--- config.mk ---
export PLATFORM = sky130hd
export DESIGN_NAME = mdio_master
export DESIGN_NICKNAME = d
export VERILOG_FILES = /design/src/rtl/mdio_master.sv
export SDC_FILE = /design/constraint.sdc
export NUM_CORES = 1
export LEC_CHECK = 0
export BUFFER_PORTS_ARGS = -buffer_cell sky130_fd_sc_hd__buf_2
export CAP_MARGIN = 20
export CELL_PAD_IN_SITES_DETAIL_PLACEMENT = 2
export CELL_PAD_IN_SITES_GLOBAL_PLACEMENT = 2
export CORE_MARGIN = 2
export CORE_UTILIZATION = 37
export CTS_BUF_LIST = sky130_fd_sc_hd__clkbuf_2 sky130_fd_sc_hd__clkbuf_4 sky130_fd_sc_hd__clkbuf_8
export DETAILED_ROUTE_END_ITERATION = 6
export GPL_TIMING_DRIVEN = 0
export PLACE_DENSITY = 0.83
export SYNTH_ARGS = -nofsm -noshare
export SYNTH_HDL_FRONTEND = slang
export SYNTH_SLANG_ARGS = --single-unit
--- constraint.sdc ---
create_clock -name clk -period 2.9 [get_ports clk]
set_input_delay 0.435 -clock clk [delete_from_list [all_inputs] [get_ports clk]]
set_output_delay 0.435 -clock clk [all_outputs]
set_load 0.01 [all_outputs]
--- src/rtl/mdio_master.sv ---
module mdio_master #(
  parameter int PRE_LEN = 32,
  parameter int DIV_RST = 49
) (
  input  logic        clk,
  input  logic        rst_n,
  input  logic        reg_wr,
  input  logic        reg_sel,
  input  logic [31:0] reg_wdata,
  output logic [31:0] reg_rdata,
  output logic        mdc,
  output logic        mdio_o,
  output logic        mdio_oe,
  input  logic        mdio_i
);
  localparam int PRE_W   = $clog2(PRE_LEN + 1);
  localparam int TA_POS  = 14;
  localparam int DAT_POS = 16;
  localparam int LAST    = 31;

  logic        busy, fail, c22, nopre, mdc_q;
  logic [1:0]  op;
  logic [4:0]  phy, rga, fbit;
  logic [15:0] data;
  logic [5:0]  div, cnt;
  logic [PRE_W-1:0] pre_left;
  logic [31:0] sr;

  wire tick   = busy && (cnt == div);
  wire rise   = tick && !mdc_q;
  wire fall   = tick && mdc_q;
  wire is_rd  = (op == 2'b10);
  wire in_pre = (pre_left != '0);
  wire cmd_wr = reg_wr && !reg_sel && !busy;
  wire unused_bits = ^reg_wdata[31:30];

  always_ff @(posedge clk or negedge rst_n) begin
    if (!rst_n) begin
      busy <= 1'b0; fail <= 1'b0; c22 <= 1'b1; nopre <= 1'b0;
      div <= 6'(DIV_RST); cnt <= '0; mdc_q <= 1'b0;
      op <= '0; phy <= '0; rga <= '0; data <= '0;
      pre_left <= '0; fbit <= '0; sr <= '0;
    end else begin
      if (reg_wr && reg_sel) begin
        c22   <= reg_wdata[0];
        div   <= reg_wdata[9:4];
        nopre <= reg_wdata[12];
      end
      if (cmd_wr) begin
        op   <= reg_wdata[27:26];
        phy  <= reg_wdata[25:21];
        rga  <= reg_wdata[20:16];
        data <= reg_wdata[15:0];
        if (reg_wdata[29]) begin
          busy     <= 1'b1;
          fail     <= 1'b0;
          cnt      <= '0;
          mdc_q    <= 1'b0;
          fbit     <= '0;
          pre_left <= nopre ? '0 : PRE_W'(PRE_LEN);
          sr <= {2'b01, reg_wdata[27:16], 2'b10, reg_wdata[15:0]};
        end
      end else if (busy) begin
        cnt <= tick ? '0 : cnt + 6'd1;
        if (tick) mdc_q <= !mdc_q;
        if (rise && is_rd && !in_pre) begin
          if (fbit == 5'(TA_POS + 1)) fail <= mdio_i;
          if (fbit >= 5'(DAT_POS)) data <= {data[14:0], mdio_i};
        end
        if (fall) begin
          if (in_pre) pre_left <= pre_left - 1'b1;
          else if (fbit == 5'(LAST)) begin
            busy  <= 1'b0;
            mdc_q <= 1'b0;
          end else begin
            fbit <= fbit + 5'd1;
            sr   <= {sr[30:0], 1'b0};
          end
        end
      end
    end
  end

  assign mdc     = mdc_q;
  assign mdio_o  = in_pre | sr[31];
  assign mdio_oe = busy && (in_pre || !is_rd || fbit < 5'(TA_POS));

  assign reg_rdata = reg_sel
    ? {19'b0, nopre, 2'b0, div, 3'b0, c22}
    : {2'b0, busy, fail, op, phy, rga, data};

  assert_mdc_idle_low_R3: assert property (@(posedge clk) disable iff (!rst_n)
    !busy |-> !mdc_q);

  assert_hold_while_high_R5: assert property (@(posedge clk) disable iff (!rst_n)
    busy && mdc_q && $past(mdc_q) |-> $stable(mdio_o) && $stable(mdio_oe));

  assert_done_on_fall_R2: assert property (@(posedge clk) disable iff (!rst_n)
    $fell(busy) |-> $past(mdc_q));

  assert_start_by_write_R2: assert property (@(posedge clk) disable iff (!rst_n)
    $rose(busy) |-> $past(reg_wr && !reg_sel && reg_wdata[29]));

  assert_busy_ignore_R8: assert property (@(posedge clk) disable iff (!rst_n)
    busy && reg_wr && !reg_sel |=> $stable({op, phy, rga}));

  assert_oe_idle_R1: assert property (@(posedge clk) disable iff (!rst_n)
    !busy |-> !mdio_oe);
endmodule

## After elaboration in Yosys (flattened, before gate mapping)

Cells that the tools add are included.

| cells by class | value |
|---|---|
| add/subtract/negate cells | 3 |
| order comparisons | 2 |
| equality and inequality tests | 7 |
| mux-type cells | 44 |
| bitwise operators | 1 |
| reduce and logical (&&, ||, !) cells | 28 |

Operators by type and width:

| operator | number |
|---|---|
| $mux W32 | 6 |
| $mux W16 | 4 |
| $mux W6 | 10 |
| $mux W30 | 1 |
| $mux W5 | 6 |
| $mux W1 | 17 |
| $reduce_bool A2 Y1 | 6 |
| $logic_and A1 B1 Y1 | 9 |
| $reduce_and A4 Y1 | 2 |
| $add A6 B1 Y6 const B | 1 |
| $eq A6 B6 Y1 | 1 |
| $reduce_bool A6 Y1 | 1 |
| $sub A6 B1 Y6 const B | 1 |
| $add A5 B1 Y5 const B | 1 |
| $eq A5 B4 Y1 const B | 1 |
| $eq A5 B5 Y1 const B | 1 |
| $ge A5 B5 Y1 const B | 1 |
| $logic_not A1 Y1 | 5 |
| $lt A5 B4 Y1 const B | 1 |
| $reduce_and A5 Y1 | 1 |
| $ne A2 B2 Y1 const B | 2 |
| $reduce_and A3 Y1 | 1 |
| $eq A2 B2 Y1 const B | 1 |
| $logic_or A1 B1 Y1 | 2 |
| 3 further kinds | 3 |

| storage, ports and cells | value |
|---|---|
| flip-flop bits (word level) | 88 |
| input port bits | 37 |
| output and inout port bits | 35 |
| logic and storage cells | 99 |

## Longest topological paths before layout

Gate-level depths: netlist (run 1).

| depth | value |
|---|---|
| depth after elaboration | 8 |
| depth in mapped cells | 10 |
| gate-level depth less buffers | 8 |

## Worst setup path before layout (run 1)

OpenSTA, ideal clock, no wires.

| timing path | value |
|---|---|
| kind | reg-to-reg |
| start | register div[0] |
| end | register fbit[2] |
| setup time | 121 ps |
| data arrival time | 2,199 ps |
| required time | 2,779 ps |
| slack | 580 ps |
| cell stages (with the launch flop) | 10 |
| buffers on the path | 1 |
| clock period less this slack | 2,320 ps |
| cell sequence | dfstp_2 -> xnor2_1 -> nand4_1 -> nor2_1 -> ha_1 -> nor2b_1 -> a41oi_2 -> or2_4 -> buf_4 -> a22o_1 |

| between the ends | value |
|---|---|
| longest elaborated chain between the ends | 5 |

Ends and longest elaborated chain:

| what | RTL line | text |
|---|---|---|
| start, declared | 25 | `logic [5:0] div, cnt;` |
| start signal, assigned | 46 | `div <= reg_wdata[9:4];` |
| $eq A6 B6 Y1 | 29 | `wire tick = busy && (cnt == div);` |
| $logic_and A1 B1 Y1 | 29 |  |
| $logic_and A1 B1 Y1 | 31 | `wire fall = tick && mdc_q;` |
| $reduce_bool A2 Y1 (no source line) | -- |  |
| $reduce_and A5 Y1 (no source line) | -- |  |
| end signal, assigned | 76 | `fbit <= fbit + 5'd1;` |
| end, declared | 23 | `logic [4:0] phy, rga, fbit;` |

Every way passes these cells.
A chain may end at the register's enable or synchronous reset.

## Worst setup path in the final report (run 1)

| timing path | value |
|---|---|
| start | register div[5] |
| end | register fbit[1] |

The elaborated chain is that of the path after synthesis.

==> impl_metrics.csv, run 1 <==
group,metric,value,unit
yosys,syn_area,4500,sq um
sta,clock_skew,0.00851,ns
sta,min_period_over_period,0.940,
routing,drt_wl_total,14.6,mm
routing,drt-vias-per-instance,5.55,
final_layout,area_growth,18.2,%
routing,vias,3804,
yosys,ys_types,56,
power_and_ir_drop,power_per_cell_area,747,nW/um^2
final_layout,fillers,1290,
grt,grt_pass1_vias,4280,
sta,drv_slew,0,
setup_path,worst-path-buf-inv,1,
routing,drt-initial-drc-count,185,
clock_tree,numCtsBuffers,9,
clock_tree,clock_sinks,88,
setup_path,crit_end,"fbit[1]",
clock_tree,cts_root_buf,"clkbuf_8",
clock_tree,cts_tree,"done",
sta,max_freq,0.367,GHz
setup_path,cp_num_cells,9,
sta,rsz0062_at_grt,"false",
routing,wire_per_inst,21.4,um
power_and_ir_drop,p_leak,2.44,nW
grt,antenna_found_initial,0,
floorplanning,core,12000,sq um
sta,slew_headroom,0.556,
final_layout,final_cell_mix,"dfrtp_1 (84), buf_2 (71), o21ai_0 (64)",
setup_path,r2r-start,"div[5]",
setup_path,rr_worst_depth,9,
final_layout,num_antenna_cells,0,
setup_path,cp-start-kind,"flip-flop",
setup_path,crit_path_start,"div[5]",
setup_path,cp_max_fo,10,
setup_path,cp_slowest_cell,"dfstp_2",
setup_path,cp_cell_sequence,"xnor2_1 -> nand3_1 -> nor2_2 -> ha_2 -> nor2b_4 -> a41oi_2 -> or2_4 -> buf_4 -> a22o_1",
placed_design,dp_hpwl,10.3,mm
sta,hold_viol,0,
yosys,seq_area_frac_synth,0.491,
grt,grt.overflow.total,0,
yosys,ys_ff_latch,88,
floorplanning,ios,72,
yosys,syn_inst,455,
placed_design,place_inst,669,
clock_tree,path_clk_slew,0.09,ns
routing,drc_errors,0,
yosys,synthArstFlopShare,1.00,
sta,tns,0,ns
flow_run,maxCapViolCount,0,
setup_path,slowest_delay,0.59,ns
floorplanning,initial_utilization,0.376,
final_layout,layout_commonest_cell,"dfrtp_1",
floorplanning,rows,40,
worst_hold_path,hp-class,"input port to asynchronous set/reset pin",
grt,grt_first_pass_wirelength,23.6,mm
clock_tree,max-clock-path-buffers,2,
clock_tree,cts_max_level,3,
sta,min_period,2.73,ns
final_layout,post-route-util,0.444,
setup_path,reg2reg_slack,0.17,ns
yosys,avgSynthCellArea,9.89,sq um
grt,grt_max_degree,61,
routing,dr.pass1.iters,4,
setup_path,worstPathRequired,3.15,ns
yosys,postSynth.topFlopCell,"dfrtp_1",
placed_design,io_buffer_count,65,
floorplanning,die_height,114,um
routing,ant_nets,0,
final_layout,nNetsFinal,578,
grt,gr-usage-all-layers,0.236,
final_layout,drive_gt1_frac,0.243,
setup_path,cp_data_arrival_time,2.98,ns
sta,setup_viol,0,
placed_design,gp_congestion,0.739,
status,status,"finished, final reports clean",
setup_path,critPathTopFamily,"simple AND/OR/NAND/NOR gates",
power_and_ir_drop,vdd_drop_max,0.000267,V
sta,worst_pin_slew,0.666,ns
setup_path,cp-end-kind,"flip-flop",
setup_path,r2r_end,"fbit[1]",
floorplanning,die-width,114,um
clock_tree,worstSkewPairLatency,0.37,ns
yosys,yosys_warnings,0,
final_layout,stdcell_count,685,
setup_path,critical_path_class,"flip-flop to flip-flop",
yosys,synth_edf_count,0,
floorplanning,dieArea,13100,sq um
stage by stage:
step           hold slack [ns]  power, mW  setup WS [ns]  cell area [sq um]
2_1_floorplan            0.139       2.44          0.580               4500
3_3_place_gp             0.450       2.74          0.108               5010
3_5_place_dp             0.415       2.87        0.00725               5040
4_1_cts                0.00794       4.00        0.00843               5300
5_1_grt                 0.0263       4.22         0.0465               5320
6_report                0.0154       3.97          0.174               5320
sequential cells by signal (all words and copies together), names as in the netlist:
register / count
fail: 1
phy: 5
busy: 1
data: 16
rga: 5
fbit: 5
cnt: 6
pre_left: 6
mdc: 1
op: 2
nopre: 1
div: 6
sr: 32
c22: 1
layer usage:
layer  part of all wire  global-route usage  vias up
met5                  0                   0        -
met4              0.017              0.0829        0
met3              0.018              0.0259       19
met2               0.52               0.417       51
met1               0.45               0.301     1987
li1                   -                   -     1747
cell usage after synthesis, drive strengths merged (3+ instances only):
master | count | share of area
dfstp | 4 | 0.023
ha | 8 | 0.022
a21boi | 12 | 0.020
xnor2 | 7 | 0.014
a22o | 5 | 0.0097
a21oi | 18 | 0.020
buf | 13 | 0.019
nand4 | 4 | 0.0056
o31ai | 3 | 0.0050
a31oi | 5 | 0.0070
nor3 | 4 | 0.0056
dfrtp | 84 | 0.47
inv | 9 | 0.0075
nor2b | 25 | 0.035
nand3 | 8 | 0.0089
o21ai | 66 | 0.073
mux2 | 16 | 0.040
mux2i | 30 | 0.067
nand2 | 52 | 0.043
clkbuf | 17 | 0.015
a31o | 3 | 0.0058
nor2 | 28 | 0.023
cell families after synthesis:
family / synth area share
other: 0.000833
muxes: 0.107
buffers and inverters: 0.0412
adders and majority gates: 0.0222
and+or+nand+nor: 0.154
DFF: 0.491
xor gates and xnor gates: 0.0156
AOI/OAI and AO/OA: 0.169
how the worst min path moves through the flow:
stage,slack [ns],end,startpoint
floorplan,0.14,busy,rst_n
global placement,0.45,phy[0],phy[0]
detailed placement,0.42,phy[1],rst_n
CTS,0.008,phy[1],rst_n
global route,0.03,phy[1],rst_n
finish,0.02,phy[1],rst_n
area by class of cell:
type,count,area (sq um),area share
sequential,88,2210,0.415
multi-input combinational,329,2130,0.401
timing repair buffer,66,355,0.0668
tap,147,184,0.0346
clock buffer,11,151,0.0285
buffer,30,151,0.0285
clock inverter,5,103,0.0193
inverter,9,33.8,0.00635
report_power, final:
| part | leakage (nW) | internal, mW | switching [mW] |
|---|---|---|---|
| combinational | 1.22 | 0.492 | 0.588 |
| sequential | 1.10 | 1.53 | 0.284 |
| clock | 0.126 | 0.618 | 0.465 |
| total | 2.44 | 2.64 | 1.34 |
repair_timing:
action,4_1_cts,5_1_grt
resized for setup,2,5
setup endpoints to repair,20,32
setup buffers,0,0
hold buffers,0,0
Power figures use the tool's default switching activity.
==> inputs of run 2 (changes only) <==
Settings changed: ABC_AREA from default to 1, CORE_MARGIN 2 to 3, CORE_UTILIZATION 37 to 33, PLACE_DENSITY 0.83 to 0.82.
==> run 2 against run 1 <==
Power is 21% lower. Sequential cell count stayed put. Clock power is 15% lower. Critical path depth is 5 higher. Non-clock buffer count is 5 higher. Setup slack better by 0.14 ns. Routed wire length is 13% higher. Critical endpoint is now data[6].
==> impl_metrics.csv, run 2 <==
group,metric,value,unit
grt,grt.overflow.total,0,
final_layout,nNetsFinal,785,
setup_path,cp_data_arrival_time,2.86,ns
final_layout,reg_top3,"sr: 32 flops, data: 16 flops",
clock_tree,path_clk_slew,0.10,ns
floorplanning,die-width,126,um
final_layout,num_antenna_cells,0,
clock_tree,cts_resized,0,
routing,dr.pass1.iters,4,
sta,rsz0062_at_grt,"false",
floorplanning,initial_utilization,0.341,
final_layout,final_cell_mix,"nand2_1 (254), dfrtp_1 (84), buf_2 (75)",
clock_tree,cts_tree,"done",
final_layout,largest_register_ff_count,32,
yosys,synth_top_cell_by_area,"dfrtp_1",
clock_tree,cts_setup_buffers,0,
routing,drt-initial-drc-count,202,
clock_tree,numCtsBuffers,9,
floorplanning,die_height,126,um
flow_run,maxCapViolCount,0,
clock_tree,clock_sinks,88,
yosys,yosys.area.top_type_share,0.439,
clock_tree,max-clock-path-buffers,2,
yosys,ys_ff_latch,88,
routing,drt_wl_total,16.6,mm
setup_path,slowest_delay,0.55,ns
yosys,syn_area,4780,sq um
final_layout,layout_commonest_cell,"nand2_1",
yosys,postSynth.topFlopCell,"dfrtp_1",
floorplanning,dieArea,16000,sq um
grt,antenna_found_initial,0,
sta,clock_skew,0.0126,ns
sta,max_freq,0.386,GHz
setup_path,cp-end-kind,"flip-flop",
power_and_ir_drop,p_total,3.13,mW
status,status,"finished, final reports clean",
power_and_ir_drop,vdd_drop_max,0.000200,V
routing,ant_nets,0,
power_and_ir_drop,power_per_cell_area,563,nW/um^2
yosys,synth_edf_count,0,
yosys,synth_common_cells,"nand2_1 (254), dfrtp_1 (84), inv_1 (68), o21ai_0 (66), nor2_1 (60)",
final_layout,stdcell_count,925,
clock_tree,worstSkewPairLatency,0.38,ns
yosys,avgSynthCellArea,7.23,sq um
floorplanning,ios,72,
sta,min_period,2.59,ns
yosys,synth.most_common_cell,"nand2_1",
sta,tns,0,ns
grt,gr-usage-all-layers,0.215,
final_layout,drive_gt1_frac,0.156,
routing,vias,4653,
setup_path,worstPathRequired,3.17,ns
sta,slew_headroom,0.525,
setup_path,cp_slowest_cell,"dfstp_2",
clock_tree,ctsHoldBuffers,0,
placed_design,gp_congestion,0.866,
setup_path,cp-start-kind,"flip-flop",
sta,worst_pin_slew,0.712,ns
placed_design,place_inst,909,
routing,drt-vias-per-instance,5.03,
yosys,synthArstFlopShare,1.00,
setup_path,cp_max_fo,10,
clock_tree,cts_root_buf,"clkbuf_8",
grt,grt_pass1_vias,5206,
floorplanning,core,14000,sq um
setup_path,critical_path_class,"flip-flop to flip-flop",
setup_path,cp_cell_sequence,"inv_1 -> nand2_1 -> nand3_1 -> nor3_1 -> nand2_1 -> inv_1 -> ha_1 -> and3_1 -> nand3b_2 -> nand2_2 -> inv_1 -> buf_2 -> nand2_1 -> nand2_1",
final_layout,area_growth,16.4,%
sta,hold_viol,0,
worst_hold_path,hp-class,"input port to asynchronous set/reset pin",
floorplanning,rows,43,
sta,min_period_over_period,0.893,
sta,setup_viol,0,
yosys,ys_types,30,
yosys,seq_area_frac_synth,0.461,
grt,grt_max_degree,51,
clock_tree,cts_max_level,3,
yosys,ys_top_cells_by_area,"dfrtp_1 (44%), nand2_1 (20%), o21ai_0 (6.9%)",
routing,wire_per_inst,17.9,um
setup_path,cpMostUsedCell,"nand2_1",
placed_design,io_buffer_count,65,
yosys,syn_inst,662,
grt,grt_first_pass_wirelength,27.6,mm
routing,drc_errors,0,
power_and_ir_drop,p_leak,3.08,nW
sta,drv_slew,0,
yosys,yosys_warnings,0,
placed_design,dp_hpwl,12.7,mm
final_layout,regMostFlops,"sr",
-- run 2: changes by cell type after synthesis, sizes merged, moves of 16 or more --
cell	change
nand2	+203
inv	+62
nor2	+34
nand4	+31
mux2i	-30
nor2b	-25
a21oi	-16
mux2	-16
nand3	+16
-- run 2: area by class of cell --
type	count	area [sq um]
Buffer	35	179
Clock buffer	11	151
Clock inverter	5	55.1
Fill cell	1689	8480
Inverter	71	269
Multi-Input combinational cell	469	2130
Sequential cell	88	2210
Tap cell	180	225
Timing Repair Buffer	66	348
-- run 2: worst paths after layout --
kind                                from       to  slack [ns]  cells after the start
setup reg to reg                  div[0]  data[6]        0.31                     14
max in group asynchronous          rst_n   sr[12]        2.09                      2
min in group clk           reg_wdata[22]   phy[1]        0.31                      3
hold / removal                     rst_n   cnt[4]        0.08                      1
hold reg to reg                   sr[25]   sr[25]        0.49                      2
setup / recovery                  div[0]  data[6]        0.31                     14
-- run 2: worst max-delay path: cells and delay by family (launching register included) --
family,cells,cell delay (ns)
flops,1,0.55
simple gates,9,1.26
fa+ha+maj,1,0.20
buf+inv,4,0.47
-- run 2: logic make-up (layout without fill, tap and decap cells) --
kind of cell,after synthesis,after routing,share of synthesized area
adders and majority gates,8,8,0.0209
DFF,88,88,0.461
buffers and inverters,106,188,0.0936
AOI/OAI and AO/OA,70,70,0.0759
xor gates and xnor gates,6,6,0.0110
and+or+nand+nor,383,383,0.336
other,1,2,0.000784
-- run 2: metal layers --
layer  up-vias  global-route usage  share of wire  wire [um]
met3        17              0.0282          0.026        435
met4         0              0.0625          0.015        244
met1      2350               0.282           0.45       7520
met5         -                   0              0          0
li1       2224                   -              -          -
met2        62               0.373           0.50       8350
-- run 2: report_power, final --
| group | leakage [nW] | internal, mW | switching (mW) | total, mW |
|---|---|---|---|---|
| clock | 0.101 | 0.443 | 0.477 | 0.919 |
| sequential | 1.12 | 1.34 | 0.129 | 1.47 |
| combinational | 1.86 | 0.262 | 0.480 | 0.742 |
-- run 2: through the flow --
step	hold WS [ns]	area [sq um]	worst slack [ns]	util
final	0.0785	5570	0.309	0.396
after global placement	0.454	5340	0.382	0.380
after detailed placement	0.471	5360	0.270	0.382
after floorplan	0.139	4790	0.938	-
after global routing	0.130	5570	0.0181	0.396
after CTS	0.118	5570	0.250	0.396
==> inputs of run 3 (changes only) <==
Settings changed: CTS_BUF_LIST sky130_fd_sc_hd__clkbuf_2 sky130_fd_sc_hd__clkbuf_4 sky130_fd_sc_hd__clkbuf_8 to sky130_fd_sc_hd__clkbuf_2.
==> run 3 against run 2 <==
Utilization is 0.55 points lower. Largest power group unchanged. Routed wire length down 0.48%. Critical path type unchanged. Power shrank 8.3%. Highest routed layer unchanged. Count of clock-buffer cells in the layout shrank 2. Critical endpoint is now sr[27]. Clock power fell by 29%. Global-route usage about the same. Fmax increased by 2.7%. Combinational power is essentially flat. Register-to-register slack improved by 0.07 ns.
==> impl_metrics.csv, run 3 (synthesized netlist as in run 2, its figures left out) <==
group,metric,value,unit
status,status,"finished, final reports clean",
grt,top_usage_layer,"met2",
clock_tree,worstSkewPairLatency,0.61,ns
grt,grt.overflow.total,0,
final_layout,stdcell_count,927,
setup_path,reg2reg_slack,0.38,ns
final_layout,layout_commonest_cell,"nand2_1",
sta,slew_headroom,0.532,
clock_tree,cts_tree,"done",
final_layout,largest_register_ff_count,32,
grt,grt_first_pass_wirelength,27.5,mm
placed_design,dpl_worst_slack,0.270,ns
setup_path,cp_data_arrival_time,3.08,ns
worst_hold_path,min_from,"reg_wdata[16]",
placed_design,place_inst,909,
grt,antenna_found_initial,0,
power_and_ir_drop,power_per_cell_area,523,nW/um^2
sta,max_freq,0.396,GHz
sta,clock_skew,0.0371,ns
grt,met3_usage,0.0303,
sta,min_period_over_period,0.870,
floorplanning,ios,72,
grt,gr-usage-all-layers,0.215,
flow_run,maxCapViolCount,0,
final_layout,reg_top3,"sr: 32 flops, data: 16 flops",
sta,setup_viol,0,
grt,grt_util_met2,0.371,
sta,min_period,2.52,ns
routing,wire_per_inst,17.8,um
setup_path,critPathTopFamily,"buffers and inverters",
routing,ant_nets,0,
power_and_ir_drop,p_total,2.87,mW
setup_path,worst-path-buf-inv,4,
grt,grt_pass1_vias,5195,
final_layout,drive_gt1_frac,0.153,
floorplanning,core,14000,sq um
clock_tree,numCtsBuffers,9,
floorplanning,rows,43,
floorplanning,die_height,126,um
setup_path,rr_worst_depth,12,
clock_tree,cts_max_level,3,
grt,grt_max_degree,51,
setup_path,slowest_delay,0.60,ns
clock_tree,max-clock-path-buffers,2,
placed_design,io_buffer_count,65,
clock_tree,clock_sinks,88,
routing,vias,4646,
worst_hold_path,whs_endpoint,"rga[0]",
sta,rsz0062_at_grt,"false",
power_and_ir_drop,p_leak,3.06,nW
floorplanning,die-width,126,um
grt,grtUsageMet1,0.281,
setup_path,cp_slowest_cell,"dfstp_2",
final_layout,fillers,1697,
final_layout,area_growth,14.8,%
placed_design,gp_congestion,0.866,
worst_hold_path,hold_depth,3,
sta,drv_slew,0,
final_layout,multi_input_area,2140,sq um
final_layout,regArea,2210,sq um
routing,drt-vias-per-instance,5.01,
clock_tree,cts_root_buf,"clkbuf_2",
setup_path,critical_path_class,"flip-flop to flip-flop",
floorplanning,dieArea,16000,sq um
clock_tree,path_clk_slew,0.28,ns
routing,dr.pass1.iters,4,
sta,worst_pin_slew,0.702,ns
clock_tree,cts_setup_buffers,0,
routing,drc_errors,0,
worst_hold_path,hp-class,"input port to flip-flop",
sta,tns,0,ns
sta,layout_setup_ws,0.377,ns
setup_path,cp-start-kind,"flip-flop",
placed_design,dp_hpwl,12.7,mm
final_layout,regMostFlops,"sr",
floorplanning,initial_utilization,0.341,
routing,drt-initial-drc-count,182,
power_and_ir_drop,vdd_drop_max,0.000177,V
setup_path,r2r_end,"sr[27]",
final_layout,final_cell_mix,"nand2_1 (254), dfrtp_1 (84), buf_2 (75)",
setup_path,r2r-start,"div[0]",
sta,hold_viol,0,
setup_path,cp-end-kind,"flip-flop",
routing,drt_wl_total,16.5,mm
setup_path,cp_cell_sequence,"inv_1 -> nand2_1 -> nand3_1 -> nor3_1 -> nand2_1 -> inv_1 -> ha_1 -> inv_1 -> a21oi_4 -> buf_1 -> nand4_1 -> nand2_1",
setup_path,worstPathRequired,3.46,ns
final_layout,nNetsFinal,786,
setup_path,cp_max_fo,10,
## run 3: through the flow
| stage | area, sq um | util | hold WS (ns) |
|---|---|---|---|
| after global routing | 5490 | 0.391 | 0.0201 |
| final | 5490 | 0.391 | 0.0492 |
| after global placement | 5340 | 0.380 | 0.454 |
| after CTS | 5480 | 0.390 | 0.0106 |
| after detailed placement | 5360 | 0.382 | 0.471 |
| after floorplan | 4790 | - | 0.139 |
## run 3: worst register-to-register path: stages (launching register included)
cell and delay (ns):
dfstp_2 0.60, inv_1 0.06, nand2_1 0.08, nand3_1 0.11
nor3_1 0.14, nand2_1 0.10, inv_1 0.08, ha_1 0.20
inv_1 0.10, a21oi_4 0.26, buf_1 0.48, nand4_1 0.18
nand2_1 0.10
## run 3: layout make-up
class,count,area share
antenna,1,0.000456
buffer,35,0.0326
clock buffer,9,0.00821
clock inverter,7,0.0114
inverter,71,0.0490
multi-input combinational,469,0.390
sequential,88,0.402
tap,180,0.0410
timing repair buffer,67,0.0652
## run 3: repair_timing
item | 4_1_cts | 5_1_grt
endpoints found under the setup margin | 0 | 1
endpoints found under the hold margin | 45 | 0
hold buffers | 1 | 0
gates resized for setup | 0 | 1
## run 3: worst max path at each step
| stage | cells past startpoint | slack, ns | to | from |
|---|---|---|---|---|
| floorplan | 14 | 0.94 | data[12] | div[4] |
| global placement | 14 | 0.38 | data[3] | div[0] |
| detailed placement | 14 | 0.27 | data[6] | div[0] |
| CTS | 14 | 0.24 | data[6] | div[0] |
| global route | 12 | 0.02 | fbit[2] | div[0] |
| finish | 12 | 0.38 | sr[27] | div[0] |
## run 3: layer usage
layer | routed length [um] | vias up | part of all wire
li1 | - | 2233 | -
met1 | 7500 | 2324 | 0.46
met2 | 8310 | 73 | 0.50
met3 | 439 | 16 | 0.027
met4 | 228 | 0 | 0.014
met5 | 0 | - | 0
## run 3: report_power, final
part,total (mW),leakage (nW),internal [mW],switching (mW)
clock,0.657,0.0628,0.189,0.468
combinational,0.744,1.88,0.263,0.481
sequential,1.47,1.12,1.34,0.128
total,2.87,3.06,1.80,1.08
